<file path="src/rtl/ss_pkg.sv">
package ss_pkg;

    typedef enum logic [1:0] {
        SS_IDLE      = 2'd0,
        SS_PRECHARGE = 2'd1,
        SS_STAIR     = 2'd2,
        SS_DONE      = 2'd3
    } ss_state_t;

    function automatic int unsigned us_to_cycles(input longint unsigned clk_hz,
                                                 input longint unsigned dur_us);
        longint unsigned prod;
        prod = (clk_hz * dur_us) / 64'd1_000_000;
        return 32'(prod);
    endfunction

endpackage

</file>
<file path="src/rtl/ss_interval_timer.sv">
module ss_interval_timer #(
    parameter int unsigned LIMIT = 3000
) (
    input  logic clk,
    input  logic rst_n,
    input  logic run,
    output logic tick
);
    localparam int unsigned W = (LIMIT > 1) ? $clog2(LIMIT) : 1;

    generate
        if (LIMIT <= 1) begin : g_every_cycle
            assign tick = run;
        end else begin : g_counted
            localparam logic [W-1:0] LAST = W'(LIMIT - 1);
            logic [W-1:0] phase;

            always_ff @(posedge clk or negedge rst_n) begin
                if (!rst_n) begin
                    phase <= '0;
                end else if (!run) begin
                    phase <= '0;
                end else if (phase == LAST) begin
                    phase <= '0;
                end else begin
                    phase <= phase + 1'b1;
                end
            end

            assign tick = run && (phase == LAST);

            AST_PHASE_RANGE: assert property (@(posedge clk) disable iff (!rst_n)
                phase <= LAST) else $error("phase out of range");
            AST_PHASE_IDLE: assert property (@(posedge clk) disable iff (!rst_n)
                !$past(run) |-> phase == '0) else $error("phase not cleared");
        end
    endgenerate
endmodule

</file>
<file path="src/rtl/ss_elapsed_counter.sv">
module ss_elapsed_counter #(
    parameter int unsigned PRE_CYC   = 12,
    parameter int unsigned TOTAL_CYC = 24000
) (
    input  logic clk,
    input  logic rst_n,
    input  logic run,
    output logic pre_end,
    output logic total_end
);
    localparam int unsigned W = $clog2(TOTAL_CYC + 1);
    localparam logic [W-1:0] PRE_LAST   = W'(PRE_CYC - 1);
    localparam logic [W-1:0] TOTAL_LAST = W'(TOTAL_CYC - 1);

    logic [W-1:0] elapsed;

    always_ff @(posedge clk or negedge rst_n) begin
        if (!rst_n) begin
            elapsed <= '0;
        end else if (!run) begin
            elapsed <= '0;
        end else if (elapsed != TOTAL_LAST) begin
            elapsed <= elapsed + 1'b1;
        end
    end

    assign pre_end   = run && (elapsed == PRE_LAST);
    assign total_end = run && (elapsed == TOTAL_LAST);

    AST_ELAPSED_BOUND: assert property (@(posedge clk) disable iff (!rst_n)
        elapsed <= TOTAL_LAST) else $error("elapsed beyond total");
    AST_ELAPSED_MONO: assert property (@(posedge clk) disable iff (!rst_n)
        ($past(run) && run && $past(elapsed) != TOTAL_LAST) |-> elapsed == $past(elapsed) + 1'b1)
        else $error("elapsed skipped");
endmodule

</file>
<file path="src/rtl/ss_level_counter.sv">
module ss_level_counter #(
    parameter int unsigned CODE_W    = 4,
    parameter int unsigned INIT_CODE = 8
) (
    input  logic              clk,
    input  logic              rst_n,
    input  logic              load,
    input  logic              hold,
    input  logic              step,
    output logic [CODE_W-1:0] level
);
    localparam logic [CODE_W-1:0] INIT = CODE_W'(INIT_CODE);

    always_ff @(posedge clk or negedge rst_n) begin
        if (!rst_n) begin
            level <= '0;
        end else if (load) begin
            level <= INIT;
        end else if (!hold) begin
            level <= '0;
        end else if (step && level != '0) begin
            level <= level - 1'b1;
        end
    end

    AST_LEVEL_MAX: assert property (@(posedge clk) disable iff (!rst_n)
        level <= INIT) else $error("level above start value");
    AST_LEVEL_LOAD: assert property (@(posedge clk) disable iff (!rst_n)
        load |=> level == INIT) else $error("load missed");
endmodule

</file>
<file path="src/rtl/ss_seq_ctrl.sv">
module ss_seq_ctrl
    import ss_pkg::*;
(
    input  logic clk,
    input  logic rst_n,
    input  logic power_good,
    input  logic pre_end,
    input  logic total_end,
    output logic start,
    output logic run,
    output logic src_on,
    output logic sink_on,
    output logic fin
);
    ss_state_t state, state_nx;
    logic      pg_q;

    always_ff @(posedge clk or negedge rst_n) begin
        if (!rst_n) begin
            state <= SS_IDLE;
            pg_q  <= 1'b0;
        end else begin
            state <= state_nx;
            pg_q  <= power_good;
        end
    end

    always_comb begin
        state_nx = state;
        unique case (state)
            SS_IDLE: begin
                if (power_good && !pg_q) state_nx = SS_PRECHARGE;
            end
            SS_PRECHARGE: begin
                if (!power_good)  state_nx = SS_IDLE;
                else if (pre_end) state_nx = SS_STAIR;
            end
            SS_STAIR: begin
                if (!power_good)    state_nx = SS_IDLE;
                else if (total_end) state_nx = SS_DONE;
            end
            SS_DONE: begin
                if (!power_good) state_nx = SS_IDLE;
            end
            default: state_nx = SS_IDLE;
        endcase
    end

    always_comb begin
        start   = 1'b0;
        run     = 1'b0;
        src_on  = 1'b0;
        sink_on = 1'b0;
        fin     = 1'b0;
        unique case (state)
            SS_IDLE: begin
                start = power_good && !pg_q;
            end
            SS_PRECHARGE: begin
                run     = 1'b1;
                src_on  = 1'b1;
                sink_on = 1'b1;
            end
            SS_STAIR: begin
                run     = 1'b1;
                sink_on = 1'b1;
            end
            SS_DONE: begin
                fin = 1'b1;
            end
            default: ;
        endcase
    end

    AST_START_NEEDS_EDGE: assert property (@(posedge clk) disable iff (!rst_n)
        (state == SS_PRECHARGE && $past(state) != SS_PRECHARGE) |-> ($past(power_good) && !$past(pg_q)))
        else $error("start without rising edge");
    AST_DROP_TO_IDLE: assert property (@(posedge clk) disable iff (!rst_n)
        !power_good |=> state == SS_IDLE) else $error("power loss not honoured");
endmodule

</file>
<file path="src/rtl/soft_start_seq.sv">
module soft_start_seq #(
    parameter int unsigned CLK_HZ    = 100_000_000,
    parameter int unsigned PRE_US    = 12,
    parameter int unsigned STEP_US   = 3000,
    parameter int unsigned TOTAL_US  = 24000,
    parameter int unsigned CODE_W    = 4,
    parameter int unsigned INIT_CODE = 8
) (
    input  logic              clk,
    input  logic              rst_n,
    input  logic              power_good,
    output logic              src_en,
    output logic              sink_en,
    output logic [CODE_W-1:0] sink_code,
    output logic              done
);
    import ss_pkg::*;

    localparam int unsigned PRE_CYC   = us_to_cycles(64'(CLK_HZ), 64'(PRE_US));
    localparam int unsigned STEP_CYC  = us_to_cycles(64'(CLK_HZ), 64'(STEP_US));
    localparam int unsigned TOTAL_CYC = us_to_cycles(64'(CLK_HZ), 64'(TOTAL_US));

    logic start, run, src_on, sink_on, fin;
    logic pre_end, total_end, step_tick;
    logic [CODE_W-1:0] level;

    ss_seq_ctrl u_ctrl (
        .clk        (clk),
        .rst_n      (rst_n),
        .power_good (power_good),
        .pre_end    (pre_end),
        .total_end  (total_end),
        .start      (start),
        .run        (run),
        .src_on     (src_on),
        .sink_on    (sink_on),
        .fin        (fin)
    );

    ss_elapsed_counter #(
        .PRE_CYC   (PRE_CYC),
        .TOTAL_CYC (TOTAL_CYC)
    ) u_elapsed (
        .clk       (clk),
        .rst_n     (rst_n),
        .run       (run),
        .pre_end   (pre_end),
        .total_end (total_end)
    );

    ss_interval_timer #(
        .LIMIT (STEP_CYC)
    ) u_step (
        .clk   (clk),
        .rst_n (rst_n),
        .run   (run),
        .tick  (step_tick)
    );

    ss_level_counter #(
        .CODE_W    (CODE_W),
        .INIT_CODE (INIT_CODE)
    ) u_level (
        .clk   (clk),
        .rst_n (rst_n),
        .load  (start),
        .hold  (run),
        .step  (step_tick),
        .level (level)
    );

    assign src_en    = src_on;
    assign sink_en   = sink_on;
    assign sink_code = sink_on ? level : '0;
    assign done      = fin;

    AST_SRC_WITH_SINK: assert property (@(posedge clk) disable iff (!rst_n)
        src_en |-> sink_en) else $error("source without sink");
    AST_DONE_EXCLUSIVE: assert property (@(posedge clk) disable iff (!rst_n)
        done |-> (!sink_en && !src_en && sink_code == '0)) else $error("done overlaps sink");
    AST_DONE_HOLD: assert property (@(posedge clk) disable iff (!rst_n)
        (done && power_good) |=> done) else $error("done dropped");
    AST_PG_LOSS: assert property (@(posedge clk) disable iff (!rst_n)
        !power_good |=> (!src_en && !sink_en && !done && sink_code == '0)) else $error("outputs after loss");
    AST_STEP_ONE: assert property (@(posedge clk) disable iff (!rst_n)
        ($past(sink_en) && sink_en) |-> (sink_code == $past(sink_code) || sink_code == $past(sink_code) - 1'b1))
        else $error("code jumped");
    AST_START_CODE: assert property (@(posedge clk) disable iff (!rst_n)
        $rose(src_en) |-> sink_code == CODE_W'(INIT_CODE)) else $error("bad start code");
endmodule

</file>
<file path="config.mk">
export PLATFORM = sky130hd
export DESIGN_NAME = soft_start_seq
export DESIGN_NICKNAME = d
export VERILOG_FILES = /design/src/rtl/ss_pkg.sv /design/src/rtl/ss_interval_timer.sv /design/src/rtl/ss_elapsed_counter.sv /design/src/rtl/ss_level_counter.sv /design/src/rtl/ss_seq_ctrl.sv /design/src/rtl/soft_start_seq.sv
export SDC_FILE = /design/constraint.sdc
export NUM_CORES = 1
export LEC_CHECK = 0
export BUFFER_PORTS_ARGS = -buffer_cell sky130_fd_sc_hd__buf_4
export CAP_MARGIN = 20
export CORE_MARGIN = 1.5
export CORE_UTILIZATION = 35
export DETAILED_ROUTE_END_ITERATION = 6
export MAX_ROUTING_LAYER = met4
export PLACE_DENSITY = 0.61
export SYNTH_ARGS = -nofsm -noshare
export SYNTH_HDL_FRONTEND = slang
export SYNTH_HIERARCHICAL = 1
export SYNTH_SLANG_ARGS = --single-unit
</file>
<file path="constraint.sdc">
create_clock -name clk -period 4.5 [get_ports clk]
set_input_delay 0.9 -clock clk [delete_from_list [all_inputs] [get_ports clk]]
set_output_delay 0.9 -clock clk [all_outputs]
set_load 0.01 [all_outputs]
</file>
==> results.md, run 1 <==
- Status: finished, final reports clean
- Synth Warn #: 6
- EDFF count, synth: 0
- Layout Nets: 301
- FF+latch count, synth: 48
- DR vias: 2077
- Post-synth cell types: 57
- Final-report max-slew violation count: 0
- Mapped Nets: 290
- Worst Setup SP: u_step/g_counted.phase[0]$_DFF_PN0_
- Die Area: 0.00842 mm^2
- Mux share of post-synthesis cell area: 2.18%
- Worst EP required: 4.70 ns
- Compound-Gate Fraction of Synth Area: 9.21%
- Setup crit end: u_level/level[3]$_DFFE_PN0P_
- DR iter-0 viols: 112
- Number of max-cap violations: 0
- Crit path capture type: flop
- Reg clk slew, reported paths: 0.10 ns
- Total leakage power: 1.18 nW
- Rel. slew slack: 58.3%
- Die extent in x: 91.7 um
- Worst vdd ir: 0.000278 V
- GRT Util Overall: 14.8%
- Post-Syn Area: 0.00276 mm^2
- Period minus WS final: 2.79 ns
- Die height: 91.7 um
- Largest net degree at the start of global routing: 49
- First-pass GRT wire length: 9.65 mm
- Most common library cells after synthesis: dfrtp_1, nor2_1, inv_1, xnor2_1, nand2_1
- # port buffers: 9
- CTS sink count: 48
- Synthesis-to-finish area growth: 9.94%
- Starting density of the core: 35.9%
- Fraction of registers with async set/reset: 100%
- Placed Area: 0.00292 mm^2
- Drt wl/cell: 13.9 um
- Synth top area cells: dfrtp_1, xnor2_1, ha_1, nor2_1, nand3_1
- DRT Pass-1 Iters: 4
- Post-cts sizing count: 0
- Filler Cell Count: 792
- Rows: 32
- Mapped Cells: 279
- Reg-to-reg slack, setup: 1.71 ns
- Post-Synthesis Mean Instance Area: 9.88 um^2
- Hold Crit Class: reg -> reg
- Max FO, Critical Path: 7
- Clock Tree Buf Depth: 2
- Hold Vio Cnt, Final: 0
- Routed WL: 5.45 mm
- Crit path arrival time: 2.99 ns
- Top Ports: 10
- H-tree Lvls: 2
- Core ar.: 0.00769 mm^2
- Synth Area in XOR/XNOR: 6.99%
- CTS hold repair buffers: 0
- DRC viols: 0
- Final period utilization: 61.9%
- Vias in the first global route: 2071
- RSZ-0062 raised after global routing: false
- Slew @ Worst Pin: 0.620 ns
- Post-DR vias/cell: 5.28
- # diodes: 0
- Final ANT Viol Nets: 0
- Routability cong.: 0.849
- Non-Filler Instances: 393
- Adder-cell area share of the yosys netlist: 3.63%
- Post-synth top flop: dfrtp_1
- Simple-gate share of the synthesized area: 30.5%
- WS Path Type: reg -> reg
- GRT overflow: 0
- Largest family of logic cells by synthesized area: simple AND/OR/NAND/NOR gates
- Initial antenna violation count: 0
- Total CTS buffers: 5
- # Post-CTS Setup Buffers: 0
- Clk_skew: 0.0101 ns
- Placement Setup Slack: 1.71 ns
- DPL Wire Length: 3.79 mm
- Setup Viol. Count Final: 0
- Area leader, netlist: dfrtp_1
- Clk_lat worst skew: 0.31 ns
- Post-Place Cells: 385
- R2r startpoint: u_step/g_counted.phase[0]$_DFF_PN0_
- Sequential fraction of the synthesis area: 43.6%
- Worst setup margin: 1.71 ns
- Share of cells above drive strength 1: 17.5%
- Root buf cell: clkbuf_8
- Setup_tns: 0 ns
- Yosys top cell area share: 43.6%
- CTS tree: built
- Pwr Density: 384 mW/mm^2
- CP Launch Type: flop
- R2R Path End: u_level/level[3]$_DFFE_PN0P_
- Final instance area: 0.00303 mm^2
- R2R depth: 6
- Fmax: 359 MHz
- Most common cell in the synthesized netlist: dfrtp_1
[worst min-delay path by stage]
stage	from	end	slack (ns)	depth (start not counted)
floorplan	u_step/g_counted.phase[0]$_DFF_PN0_	u_step/g_counted.phase[0]$_DFF_PN0_	0.48	1
global placement	u_step/g_counted.phase[0]$_DFF_PN0_	u_step/g_counted.phase[0]$_DFF_PN0_	0.50	1
detailed placement	u_elapsed/elapsed[7]$_DFFE_PN0P_	u_elapsed/elapsed[7]$_DFFE_PN0P_	0.50	1
CTS	u_elapsed/elapsed[7]$_DFFE_PN0P_	u_elapsed/elapsed[7]$_DFFE_PN0P_	0.52	1
global route	u_step/g_counted.phase[0]$_DFF_PN0_	u_step/g_counted.phase[0]$_DFF_PN0_	0.55	1
finish	u_step/g_counted.phase[0]$_DFF_PN0_	u_step/g_counted.phase[0]$_DFF_PN0_	0.52	1
[metal layers]
metal / track usage (%) / part of all wire [%] / vias up
li1: - / - / 1026
met1: 18.5 / 47 / 1006
met2: 23.9 / 47 / 35
met3: 2.74 / 3.4 / 10
met4: 5.26 / 1.9 / 0
met5: - / 0 / -
[registers in the layout, summed over array words and instances, names as in the netlist]
signal and cells:
u_ctrl/pg_q 1, u_step/g_counted.phase 19, u_level/level 4, u_elapsed/elapsed 22
u_ctrl/state 2
[cells by family after synthesis]
logic type | count (synthesis)
AO/OA/AOI/OAI | 37
flip-flops | 48
adder cells (fa/ha/maj) | 8
multiplexers | 6
AND/OR/NAND/NOR | 134
XOR/XNOR | 22
buffers and inverters | 24
[layout make-up]
cell class	instances	area [um^2]	share of cell area (%)
Inverter	18	67.6	2.23
Clock inverter	3	42.5	1.40
Timing Repair Buffer	10	75.1	2.48
Sequential cell	48	1200	39.6
Clock buffer	5	68.8	2.27
Multi-Input combinational cell	207	1450	47.8
Tap cell	102	128	4.21
[through the flow]
step	power, mW	utilization (%)	hold WS [ns]
2_1_floorplan	0.783	-	0.475
3_3_place_gp	0.854	38.0	0.495
3_5_place_dp	0.860	38.0	0.504
4_1_cts	1.18	39.4	0.523
5_1_grt	1.25	39.4	0.553
6_report	1.16	39.4	0.524
[where the power goes]
part | switching, mW | internal [mW]
Sequential | 0.0426 | 0.464
Clock | 0.153 | 0.165
Combinational | 0.220 | 0.119
Total | 0.416 | 0.748
[cells in the final DEF, fill, tap and decap left out, types with 2 or more instances in the layout]
cell type  synthesis  routed
dfrtp_1           48      48
nor2_1            22      22
inv_1             17      17
xnor2_1           17      17
nand2_1           16      16
nand3_1           13      13
buf_4              1      10
a21oi_1           10      10
nor4_1            10      10
nor2_2            10      10
ha_1               8       8
nand4_1            8       8
o21ai_0            7       7
nor3_1             7       7
mux2i_1            6       6
or3_1              6       6
clkbuf_8           0       5
a31oi_1            5       5
xor2_1             5       5
and2_1             4       4
and4_1             4       4
and3_1             4       4
o31ai_1            4       4
nand2b_1           3       3
or4_1              3       3
nor3b_1            2       2
or4_4              2       2
nand4_2            2       2
nor4b_1            2       2
a21boi_0           2       2
and4bb_2           2       2
[critical path, stage by stage, from the launching register on]
cell and delay (ns):
dfrtp_1 0.43, ha_1 0.24, nand4_2 0.20, or4_4 0.50, nor3_1 0.42, or4b_4 0.53, a311o_1 0.36
Power figures use the tool's default switching activity.
==> run 2: changes to the inputs <==
==> constraint.sdc (replaced) <==
create_clock -name clk -period 2.8 [get_ports clk]
set_input_delay 0.56 -clock clk [delete_from_list [all_inputs] [get_ports clk]]
set_output_delay 0.56 -clock clk [all_outputs]
set_load 0.01 [all_outputs]
==> results.md, run 2 (synthesis gave the netlist of run 1 again) <==
- Status: finished, final reports clean (unchanged)
- RSZ-0062 raised after global routing: false (unchanged)
- Number of max-cap violations: 0 (unchanged)
- Initial antenna violation count: 0 (unchanged)
- Synthesis-to-finish area growth: 12.3% (was 9.94%)
- Max FO, Critical Path: 5 (was 7)
- Hold Crit Class: in -> async (was reg -> reg)
- Top Ports: 10 (unchanged)
- Setup Viol. Count Final: 0 (unchanged)
- GRT overflow: 0 (unchanged)
- Die extent in x: 91.7 um (unchanged)
- DR vias: 2072 (was 2077)
- CTS tree: built (unchanged)
- Max FFs per register: 22 (unchanged)
- Most frequent cells in the layout: dfrtp_1, nor2_1, inv_1, xnor2_1, nand2_1 (unchanged)
- Clock Tree Buf Depth: 2 (unchanged)
- Starting density of the core: 35.9% (unchanged)
- Post-cts sizing count: 0 (unchanged)
- Top Registers: u_elapsed/elapsed (22), u_step/g_counted.phase (19), u_level/level (4) (unchanged)
- Share of cells above drive strength 1: 18.9% (was 17.5%)
- Most common cell after layout, fill and taps aside: dfrtp_1 (unchanged)
- Root buf cell: clkbuf_8 (unchanged)
- DPL Wire Length: 3.81 mm (was 3.79 mm)
- Setup_tns: 0 ns (unchanged)
- Biggest register: u_elapsed/elapsed (unchanged)
- Crit path capture type: flop (unchanged)
- CTS sink count: 48 (unchanged)
- CP max stage cell: or4b_4 (unchanged)
- Final ANT Viol Nets: 0 (unchanged)
- Fmax: 400 MHz (was 359 MHz)
- DRC viols: 0 (unchanged)
- Rows: 32 (unchanged)
- Routed WL: 5.37 mm (was 5.45 mm)
- # Post-CTS Setup Buffers: 0 (unchanged)
- Period minus WS final: 2.50 ns (was 2.79 ns)
- Final period utilization: 89.4% (was 61.9%)
- Die Area: 0.00842 mm^2 (unchanged)
- Post-DR vias/cell: 5.21 (was 5.28)
- Die height: 91.7 um (unchanged)
- First-pass GRT wire length: 9.56 mm (was 9.65 mm)
- # port buffers: 9 (unchanged)
- Final hold slack: 0.253 ns (was 0.524 ns)
- Placed Area: 0.00296 mm^2 (was 0.00292 mm^2)
- Worst EP required: 3.00 ns (was 4.70 ns)
- # diodes: 0 (unchanged)
- CP cell instances: ha_1, nand4_2, or4_4, nor3_1, or4b_4, a311o_1 (unchanged)
- Non-Filler Instances: 398 (was 393)
- Rel. slew slack: 58.8% (was 58.3%)
- Largest stage delay on the critical path: 0.51 ns (was 0.53 ns)
- Crit path arrival time: 2.71 ns (was 2.99 ns)
- Clk_lat worst skew: 0.31 ns (about the same)
- DRT Pass-1 Iters: 4 (unchanged)
- Total CTS buffers: 5 (unchanged)
- Reg clk slew, reported paths: 0.10 ns (about the same)
- CP Launch Type: flop (unchanged)
- Vias in the first global route: 2065 (was 2071)
- Core ar.: 0.00769 mm^2 (unchanged)
- Drt wl/cell: 13.5 um (was 13.9 um)
- WS Path Type: reg -> reg (unchanged)
- Layout Nets: 306 (was 301)
- Hold Vio Cnt, Final: 0 (unchanged)
- Clk_skew: 0.00729 ns (was 0.0101 ns)
- Pwr Density: 648 mW/mm^2 (was 384 mW/mm^2)
- Largest net degree at the start of global routing: 49 (unchanged)
- Final-report max-slew violation count: 0 (unchanged)
- Worst vdd ir: 0.000343 V (was 0.000278 V)
- Routability cong.: 0.824 (was 0.849)
- CTS hold repair buffers: 0 (unchanged)
- H-tree Lvls: 2 (unchanged)
- Post-Place Cells: 390 (was 385)
- Filler Cell Count: 787 (was 792)
- Slew @ Worst Pin: 0.618 ns (was 0.620 ns)
- Final instance area: 0.00309 mm^2 (was 0.00303 mm^2)
- Total leakage power: 1.22 nW (was 1.18 nW)
- DR iter-0 viols: 41 (was 112)
- GRT Util Overall: 14.5% (was 14.8%)
==> run 2: changes by cell type in the layout (fill, tap and decap cells not counted) <==
cell,delta
buf_4,+5
bufinv_16,+1
clkinv_2,-1
clkinvlp_4,-1
inv_6,+1
==> run 2: metal layers <==
| metal | part of all wire [%] | global-route usage [%] |
|---|---|---|
| met1 | 50 | 18.5 |
| met2 | 47 | 23.0 |
| met3 | 2.3 | 3.23 |
| met5 | 0 | - |
| met4 | 0.91 | 4.62 |
==> run 2: stage by stage <==
step	utilization (%)	power (mW)	setup slack, ns
after global placement	38.5	1.41	0.378
final	40.3	2.01	0.298
after detailed placement	38.5	1.42	0.313
after CTS	40.3	2.04	0.293
after global routing	40.3	2.13	0.148
after floorplan	-	1.26	0.210
==> run 2: cell type report <==
type                            count  area [um^2]  share of cell area [%]
Multi-Input combinational cell    207         1450                    46.8
Sequential cell                    48         1200                    38.8
Tap cell                          102          128                    4.12
Timing Repair Buffer               15          113                    3.64
Clock buffer                        5         68.8                    2.22
Clock inverter                      3         68.8                    2.22
Inverter                           18         67.6                    2.18
==> run 2: critical path: cells and delay by family, from the launching register on <==
family	cells	cell delay [ns]
AND/OR/NAND/NOR	4	1.36
flip-flops	1	0.43
AO/OA/AOI/OAI	1	0.36
adder cells (fa/ha/maj)	1	0.25
==> run 2: path summary, 6_finish.rpt <==
| path | startpoint | to | slack [ns] | cells past startpoint |
|---|---|---|---|---|
| max in group asynchronous | rst_n | u_step/g_counted.phase[0]$_DFF_PN0_ | 2.13 | 1 |
| min in group clk | power_good | u_ctrl/pg_q$_DFF_PN0_ | 0.38 | 1 |
| worst min-delay path | rst_n | u_elapsed/elapsed[17]$_DFFE_PN0P_ | 0.25 | 1 |
| worst max register to register | u_step/g_counted.phase[0]$_DFF_PN0_ | u_level/level[3]$_DFFE_PN0P_ | 0.30 | 6 |
| worst min register to register | u_step/g_counted.phase[0]$_DFF_PN0_ | u_step/g_counted.phase[0]$_DFF_PN0_ | 0.52 | 1 |
| worst max-delay path | u_step/g_counted.phase[0]$_DFF_PN0_ | u_level/level[3]$_DFFE_PN0P_ | 0.30 | 6 |
==> run 2: power by group <==
part           leakage (nW)  switching (mW)  internal (mW)
Sequential            0.660          0.0642          0.746
Combinational         0.487           0.366          0.221
Clock                0.0687           0.249          0.360
Total                  1.22           0.679           1.33
